$ cat src/rtl/ea_pkg.sv
package ea_pkg;
  typedef enum logic [1:0] {
    SZ_BYTE = 2'd0,
    SZ_WORD = 2'd1,
    SZ_LONG = 2'd2,
    SZ_RSVD = 2'd3
  } ea_size_e;

  localparam logic [2:0] M_DREG = 3'd0;
  localparam logic [2:0] M_AREG = 3'd1;
  localparam logic [2:0] M_IND  = 3'd2;
  localparam logic [2:0] M_PINC = 3'd3;
  localparam logic [2:0] M_PDEC = 3'd4;
  localparam logic [2:0] M_DISP = 3'd5;
  localparam logic [2:0] M_IDX  = 3'd6;
  localparam logic [2:0] M_EXT  = 3'd7;

  localparam logic [2:0] X_ABSW = 3'd0;
  localparam logic [2:0] X_ABSL = 3'd1;
  localparam logic [2:0] X_PCD  = 3'd2;
  localparam logic [2:0] X_PCX  = 3'd3;
  localparam logic [2:0] X_IMM  = 3'd4;

  localparam logic [2:0] SP_NUM = 3'd7;

  function automatic logic [31:0] sext16(input logic [15:0] v);
    return {{16{v[15]}}, v};
  endfunction

  function automatic logic [31:0] sext8(input logic [7:0] v);
    return {{24{v[7]}}, v};
  endfunction
endpackage

$ cat src/rtl/ea_step.sv
module ea_step
  import ea_pkg::*;
#(
  parameter int AW = 32
) (
  input  logic [1:0]    size_i,
  input  logic [2:0]    reg_i,
  output logic [AW-1:0] step_o
);
  logic [2:0] step_n;

  always_comb begin
    unique case (ea_size_e'(size_i))
      SZ_BYTE: step_n = (reg_i == SP_NUM) ? 3'd2 : 3'd1;
      SZ_WORD: step_n = 3'd2;
      default: step_n = 3'd4;
    endcase
  end

  assign step_o = {{(AW-3){1'b0}}, step_n};

  always_comb begin

    sp_even_chk: assert (!(reg_i == SP_NUM) || step_o[0] == 1'b0);
  end
endmodule

$ cat src/rtl/ea_index.sv
module ea_index
  import ea_pkg::*;
#(
  parameter int AW = 32,
  parameter int XW = 4
) (
  input  logic [AW-1:0] base_i,
  input  logic [15:0]   brief_i,
  output logic [XW-1:0] xr_idx_o,
  input  logic [AW-1:0] xr_data_i,
  output logic [AW-1:0] addr_o
);
  localparam int XSEL_LO = 16 - XW;
  localparam int LONG_BIT = 11;

  logic [AW-1:0] idx_val;
  logic [AW-1:0] disp;

  assign xr_idx_o = brief_i[15:XSEL_LO];
  assign idx_val  = brief_i[LONG_BIT] ? xr_data_i : AW'(sext16(xr_data_i[15:0]));
  assign disp     = AW'(sext8(brief_i[7:0]));
  assign addr_o   = base_i + disp + idx_val;
endmodule

$ cat src/rtl/ea_mode7.sv
module ea_mode7
  import ea_pkg::*;
#(
  parameter int AW = 32,
  parameter int BW = 3
) (
  input  logic [2:0]    sub_i,
  input  logic [1:0]    size_i,
  input  logic          modify_i,
  input  logic [31:0]   ext_i,
  input  logic [AW-1:0] pc_i,
  input  logic [AW-1:0] idx_addr_i,
  output logic [AW-1:0] addr_o,
  output logic [BW-1:0] bytes_o,
  output logic          ill_o,
  output logic          imm_o,
  output logic [31:0]   imm_data_o
);
  logic legal;

  always_comb begin
    if (modify_i) legal = (sub_i == X_ABSW) || (sub_i == X_ABSL);
    else          legal = (sub_i <= X_IMM);
  end

  always_comb begin
    addr_o     = '0;
    bytes_o    = '0;
    imm_o      = 1'b0;
    imm_data_o = '0;
    ill_o      = !legal;
    if (legal) begin
      unique case (sub_i)
        X_ABSW: begin addr_o = AW'(sext16(ext_i[31:16])); bytes_o = BW'(2); end
        X_ABSL: begin addr_o = AW'(ext_i);                bytes_o = BW'(4); end
        X_PCD:  begin addr_o = pc_i + AW'(sext16(ext_i[31:16])); bytes_o = BW'(2); end
        X_PCX:  begin addr_o = idx_addr_i; bytes_o = BW'(2); end
        default: begin
          imm_o = 1'b1;
          unique case (ea_size_e'(size_i))
            SZ_BYTE: begin imm_data_o = {24'd0, ext_i[23:16]}; bytes_o = BW'(2); end
            SZ_WORD: begin imm_data_o = {16'd0, ext_i[31:16]}; bytes_o = BW'(2); end
            default: begin imm_data_o = ext_i;                 bytes_o = BW'(4); end
          endcase
        end
      endcase
    end
  end
endmodule

$ cat src/rtl/ea_calc.sv
module ea_calc
  import ea_pkg::*;
#(
  parameter int AW = 32,
  parameter int XW = 4,
  parameter int BW = 3
) (
  input  logic          clk_i,
  input  logic          rst_ni,
  input  logic          req_i,
  input  logic [2:0]    mode_i,
  input  logic [2:0]    reg_i,
  input  logic [1:0]    size_i,
  input  logic          modify_i,
  input  logic [AW-1:0] pc_i,
  input  logic [31:0]   ext_i,
  output logic [2:0]    ar_idx_o,
  input  logic [AW-1:0] ar_data_i,
  output logic [XW-1:0] xr_idx_o,
  input  logic [AW-1:0] xr_data_i,
  output logic          valid_o,
  output logic [AW-1:0] addr_o,
  output logic          wb_en_o,
  output logic [2:0]    wb_idx_o,
  output logic [AW-1:0] wb_data_o,
  output logic [BW-1:0] ext_bytes_o,
  output logic          illegal_o,
  output logic          imm_o,
  output logic [31:0]   imm_data_o
);
  logic [AW-1:0] step, idx_base, idx_addr;
  logic [AW-1:0] m7_addr;
  logic [BW-1:0] m7_bytes;
  logic          m7_ill, m7_imm;
  logic [31:0]   m7_imm_data;

  logic [AW-1:0] addr_n, wb_n;
  logic [BW-1:0] bytes_n;
  logic          wb_en_n, ill_n, imm_n;
  logic [31:0]   imm_data_n;

  assign ar_idx_o = reg_i;
  assign idx_base = (mode_i == M_EXT) ? pc_i : ar_data_i;

  ea_step #(.AW(AW)) u_step (
    .size_i(size_i), .reg_i(reg_i), .step_o(step)
  );

  ea_index #(.AW(AW), .XW(XW)) u_index (
    .base_i(idx_base), .brief_i(ext_i[31:16]),
    .xr_idx_o(xr_idx_o), .xr_data_i(xr_data_i), .addr_o(idx_addr)
  );

  ea_mode7 #(.AW(AW), .BW(BW)) u_mode7 (
    .sub_i(reg_i), .size_i(size_i), .modify_i(modify_i), .ext_i(ext_i),
    .pc_i(pc_i), .idx_addr_i(idx_addr), .addr_o(m7_addr), .bytes_o(m7_bytes),
    .ill_o(m7_ill), .imm_o(m7_imm), .imm_data_o(m7_imm_data)
  );

  always_comb begin
    addr_n     = '0;
    wb_n       = '0;
    wb_en_n    = 1'b0;
    bytes_n    = '0;
    ill_n      = 1'b0;
    imm_n      = 1'b0;
    imm_data_n = '0;
    unique case (mode_i)
      M_DREG, M_AREG: ;
      M_IND:  addr_n = ar_data_i;
      M_PINC: begin addr_n = ar_data_i; wb_n = ar_data_i + step; wb_en_n = 1'b1; end
      M_PDEC: begin addr_n = ar_data_i - step; wb_n = ar_data_i - step; wb_en_n = 1'b1; end
      M_DISP: begin addr_n = ar_data_i + AW'(sext16(ext_i[31:16])); bytes_n = BW'(2); end
      M_IDX:  begin addr_n = idx_addr; bytes_n = BW'(2); end
      default: begin
        addr_n     = m7_addr;
        bytes_n    = m7_bytes;
        ill_n      = m7_ill;
        imm_n      = m7_imm;
        imm_data_n = m7_imm_data;
      end
    endcase
  end

  always_ff @(posedge clk_i or negedge rst_ni) begin
    if (!rst_ni) begin
      valid_o     <= 1'b0;
      addr_o      <= '0;
      wb_en_o     <= 1'b0;
      wb_idx_o    <= '0;
      wb_data_o   <= '0;
      ext_bytes_o <= '0;
      illegal_o   <= 1'b0;
      imm_o       <= 1'b0;
      imm_data_o  <= '0;
    end else begin
      valid_o <= req_i;
      if (req_i) begin
        addr_o      <= addr_n;
        wb_en_o     <= wb_en_n;
        wb_idx_o    <= reg_i;
        wb_data_o   <= wb_n;
        ext_bytes_o <= bytes_n;
        illegal_o   <= ill_n;
        imm_o       <= imm_n;
        imm_data_o  <= imm_data_n;
      end
    end
  end


  req_valid_chk: assert property (@(posedge clk_i) disable iff (!rst_ni)
    req_i |=> valid_o);

  idle_valid_chk: assert property (@(posedge clk_i) disable iff (!rst_ni)
    !req_i |=> !valid_o);

  predec_addr_chk: assert property (@(posedge clk_i) disable iff (!rst_ni)
    (req_i && mode_i == M_PDEC) |=> (wb_en_o && wb_data_o == addr_o));

  sp_byte_inc_chk: assert property (@(posedge clk_i) disable iff (!rst_ni)
    (req_i && mode_i == M_PINC && reg_i == SP_NUM && size_i == 2'd0)
      |=> (wb_data_o - addr_o == AW'(2)));

  modify_legal_chk: assert property (@(posedge clk_i) disable iff (!rst_ni)
    (req_i && modify_i && mode_i == M_EXT && reg_i > X_ABSL) |=> illegal_o);

  illegal_quiet_chk: assert property (@(posedge clk_i) disable iff (!rst_ni)
    (valid_o && illegal_o) |-> (addr_o == '0 && ext_bytes_o == '0 && !wb_en_o));
endmodule

$ cat config.mk
export PLATFORM = sky130hd
export DESIGN_NAME = ea_calc
export DESIGN_NICKNAME = d
export VERILOG_FILES = /design/src/rtl/ea_pkg.sv /design/src/rtl/ea_step.sv /design/src/rtl/ea_index.sv /design/src/rtl/ea_mode7.sv /design/src/rtl/ea_calc.sv
export SDC_FILE = /design/constraint.sdc
export NUM_CORES = 1
export LEC_CHECK = 0
export BUFFER_PORTS_ARGS = -buffer_cell sky130_fd_sc_hd__clkbuf_2
export CAP_MARGIN = 20
export CORE_ASPECT_RATIO = 1.4
export CORE_MARGIN = 5
export CORE_UTILIZATION = 62
export DETAILED_ROUTE_END_ITERATION = 10
export GPL_ROUTABILITY_DRIVEN = 0
export PLACE_DENSITY = 0.95
export SLEW_MARGIN = 30
export SYNTH_ARGS = -nofsm -noshare
export SYNTH_HDL_FRONTEND = slang
export SYNTH_SLANG_ARGS = --single-unit
$ cat constraint.sdc
create_clock -name clk_i -period 1.1 [get_ports clk_i]
set_input_delay 0.11 -clock clk_i [delete_from_list [all_inputs] [get_ports clk_i]]
set_output_delay 0.11 -clock clk_i [all_outputs]
set_load 0.01 [all_outputs]
==> results.py, run 1 <==
metrics = {
    "place": {
        "place_area_mm2": 0.0189,
        "place_ws_ps": -3260,
        "hpwl_mm": 60.0,
        "io_buffers": 251,
    },
    "run_status": {
        "outcome": "stopped before the end",
        "error_line": "[ERROR DPL-0038] Utilization greater than 100%, impossible to legalize",
        "stop_stage": "clock tree synthesis",
    },
    "synth": {
        "syn-instance-count": 1709,
        "synthesis.area_mm2": 0.0133,
        "synth_commonest_cells": "171 x a21oi_1, 161 x nor2_1, 138 x nand2_1",
        "syn_area_per_cell_um2": 7.75,
        "ys_types": 82,
        "synth_area_leaders": "dfrtp_1 20%, ha_1 9.3%, a21oi_1 6.5%, fa_1 5.4%, o21ai_0 5.1%",
        "ys_async_sr_fraction": 1.00,
        "ys.flop_type": "dfrtp_1",
        "synth_area_leader_cell": "dfrtp_1",
        "ys_seq_area_frac": 0.198,
        "synth_top_area_frac": 0.198,
        "yosys_warnings": 0,
        "synth_nets": 1983,
        "ys_ff_latch": 105,
        "yosysMostFrequentCell": "a21oi_1",
        "synth_edf_count": 0,
    },
    "floorplan": {
        "die_x_um": 134,
        "core.rowCount": 63,
        "num_io_pins": 253,
        "initial_core_util": 0.627,
        "die_h_um": 183,
    },
    "clock_tree": {
        "cts-resized-gates": 389,
        "cts.htree.levels": 3,
        "clockBufferDepth": 2,
        "clock_sinks": 105,
        "postCtsSetupBuffers": 65,
        "numCtsBuffers": 9,
        "root_buffer": "clkbuf_16",
        "cts_hold_buf": 1,
    },
}
## stage by stage
| stage | instances | utilization | hold slack, ps | setup TNS, ps |
|---|---|---|---|---|
| 3_3_place_gp | 2642 | 0.894 | 7.45 | -155120 |
| 2_1_floorplan | 1709 | - | -186 | -124750 |
| 3_5_place_dp | 2642 | 0.894 | 6.99 | -176990 |
## cells by family after synthesis
group                    after synthesis  synth area share
buffers and inverters                208            0.0623
XOR/XNOR                             111            0.0734
adder cells (fa/ha/maj)              134             0.147
AND/OR/NAND/NOR                      509             0.182
multiplexers                          64            0.0601
other                                  1          0.000283
AO/OA/AOI/OAI                        577             0.276
flip-flops                           105             0.198
==> inputs of run 2 (changes only) <==
--- a/config.mk
+++ b/config.mk
@@ -7,12 +7,11 @@
 export LEC_CHECK = 0
 export BUFFER_PORTS_ARGS = -buffer_cell sky130_fd_sc_hd__clkbuf_2
 export CAP_MARGIN = 20
-export CORE_ASPECT_RATIO = 1.4
 export CORE_MARGIN = 5
-export CORE_UTILIZATION = 62
+export CORE_UTILIZATION = 40
 export DETAILED_ROUTE_END_ITERATION = 10
 export GPL_ROUTABILITY_DRIVEN = 0
-export PLACE_DENSITY = 0.95
+export PLACE_DENSITY_LB_ADDON = 0.15
 export SLEW_MARGIN = 30
 export SYNTH_ARGS = -nofsm -noshare
 export SYNTH_HDL_FRONTEND = slang
==> results.py, run 2 <==
metrics = {
    "run_status": {
        "outcome": "finished with violations",
        "violations": "negative setup slack",
    },
    "worst_setup_path": {
        "crit_chain": "clkbuf_16 -> nand3_4 -> mux2_4 -> fa_1 -> ha_4 -> fa_2 -> a211oi_2 -> o21bai_2 -> a2111o_1 -> a211o_1 -> o21ai_4 -> buf_6 -> xor2_2 -> nor2_2 -> a2111oi_2 -> a21oi_1",
        "crit_family": "compound AO/OA/AOI/OAI gates",
        "path_buf_inv": 2,
        "cp.required_ps": 1350,
        "critPathKind": "input port to flop",
        "cp_slowest_cell": "fa_1",
        "slowest_delay_ps": 480,
        "arrival_ps": 3910,
        "endpoint_kind": "flop",
        "startpoint_type": "input port",
        "crit_fanout": 5,
    },
    "drt": {
        "dr_total_vias": 16700,
        "detail-route-antenna-nets": 0,
        "detail_route.wl_per_cell_um": 21.3,
        "dr.pass1.iters": 7,
        "first_iter_violations": 1539,
        "drcViolationCount": 0,
        "routed_wirelength_mm": 61.9,
        "drt-vias-per-instance": 5.74,
    },
    "synth": {
        "ys_ff_latch": 105,
        "syn-instance-count": 1709,
        "ys_async_sr_fraction": 1.00,
        "synth_commonest_cells": "171 x a21oi_1, 161 x nor2_1, 138 x nand2_1",
        "ys.flop_type": "dfrtp_1",
        "ys_seq_area_frac": 0.198,
        "ys_types": 82,
        "synth_area_leader_cell": "dfrtp_1",
        "synth_top_area_frac": 0.198,
        "synth_area_leaders": "dfrtp_1 20%, ha_1 9.3%, a21oi_1 6.5%, fa_1 5.4%, o21ai_0 5.1%",
        "yosysMostFrequentCell": "a21oi_1",
        "syn_area_per_cell_um2": 7.75,
        "synth_nets": 1983,
        "synthesis.area_mm2": 0.0133,
        "synth_edf_count": 0,
        "yosys_warnings": 0,
    },
    "layout": {
        "area_delta_synth_final_pct": 64.8,
        "nNetsFinal": 2739,
        "top_regs": "addr_o: 32 flops, imm_data_o: 32 flops, wb_data_o: 32 flops",
        "regArea_mm2": 0.00263,
        "final_util": 0.669,
        "num-fill-cells": 2690,
        "multiInputGateArea_mm2": 0.0115,
        "antenna_cells": 0,
        "fin_area_mm2": 0.0218,
        "final_cell_mix": "530 x buf_4, 242 x clkbuf_2, 143 x nor2_1",
        "final_cells": 2912,
        "final_common_cell": "buf_4",
        "drive_above_1_share": 0.483,
    },
    "sta": {
        "finalClockSkew_ps": 0,
        "hold_violations": 0,
        "setup_viol": 100,
        "grt_setup_unrepaired": "true",
        "finalWorstSetupSlack_ps": -2550,
        "fmax_mhz": 274,
        "timing.final.crit_share": 3.32,
        "max-slew-margin-rel": 0.499,
        "drv_slew": 0,
        "setup_tns_ps": -117890,
        "tightest_slew_ps": 742,
        "period_needed_ps": 3650,
        "hold_ws_ps": 28.3,
    },
    "place": {
        "dp_cells": 2833,
        "io_buffers": 251,
        "hpwl_mm": 48.4,
        "place_ws_ps": -2930,
        "place_area_mm2": 0.0193,
    },
    "clock_tree": {
        "cts.htree.levels": 3,
        "clk_pin_slew_ps": 90,
        "root_buffer": "clkbuf_16",
        "numCtsBuffers": 9,
        "cts_tree": "built",
        "insertion_delay_ps": 380,
        "clock_sinks": 105,
        "clockBufferDepth": 2,
    },
    "floorplan": {
        "die_h_um": 192,
        "core.rowCount": 66,
        "num_io_pins": 253,
        "fp.coreArea_mm2": 0.0326,
        "initial_core_util": 0.406,
        "die_area_mm2": 0.0369,
        "die_x_um": 192,
    },
    "global_routing": {
        "grt_remaining_overflow": 0,
        "antenna_found_initial": 1,
        "track_usage": 0.318,
        "grt_pass1_vias": 16300,
        "grt_max_degree": 34,
        "grt_pass1_wl_mm": 91.4,
    },
    "power_and_ir_drop": {
        "total_power_mw": 21.9,
        "power.density_mw_per_mm2": 1000,
        "power_leakage_nw": 10.4,
        "peakVddDrop_mv": 0.863,
    },
    "hold_path": {
        "hp-class": "input port to flop",
    },
    "flow_run": {
        "maxCapViolations": 0,
    },
}
run 2: cell counts after synthesis:
Identical to the previous run, type by type.
run 2: final cells by class:
type / instances / area share
Clock buffer: 10 / 0.0109
Clock inverter: 6 / 0.00332
Inverter: 96 / 0.0167
Multi-Input combinational cell: 1396 / 0.526
Sequential cell: 105 / 0.120
Tap cell: 442 / 0.0253
Timing Repair Buffer: 857 / 0.297
run 2: final timing paths:
check,cells after the start,end,from,slack (ps)
worst max-delay path,16,addr_o[23],mode_i[2],-2550
worst min-delay path,3,imm_data_o[1],ext_i[1],30
worst max register to register,2,addr_o[24],addr_o[24],300
worst min register to register,1,wb_data_o[26],wb_data_o[26],490
max in group asynchronous,3,imm_data_o[31],rst_ni,370
min in group asynchronous,2,imm_data_o[17],rst_ni,170
run 2: power by group:
group	internal (mW)	switching, mW	leakage, nW	total, mW
combinational	6.74	7.13	8.86	13.9
clock	1.87	1.74	0.155	3.61
sequential	4.18	0.262	1.33	4.44
run 2: routing by layer:
layer / track usage / vias up / share of wire
li1: - / 7718 / -
met1: 0.444 / 7977 / 0.42
met2: 0.494 / 855 / 0.44
met3: 0.0594 / 177 / 0.096
met4: 0.112 / 0 / 0.043
met5: 0 / - / 0
run 2: cells by family after synthesis:
logic type      share of synthesized area
simple gates                        0.182
buf+inv                            0.0623
other cells                      0.000283
mux                                0.0601
compound gates                      0.276
fa+ha+maj                           0.147
flops                               0.198
xor+xnor                           0.0734
run 2: worst min-delay path, stage by stage:
cell and delay [ps]:
clkbuf_2 90, mux2i_1 80, o22ai_2 80
run 2: repair_timing:
action | 4_1_cts | 5_1_grt
setup endpoints to repair | 100 | 99
pin swaps | 62 | 84
hold endpoints to repair | 90 | 0
setup buffers | 22 | 56
gates resized for setup | 187 | 174
cloned | 4 | 2
hold buffers | 1 | 0
No activity file was read; power rests on OpenSTA's default activity.
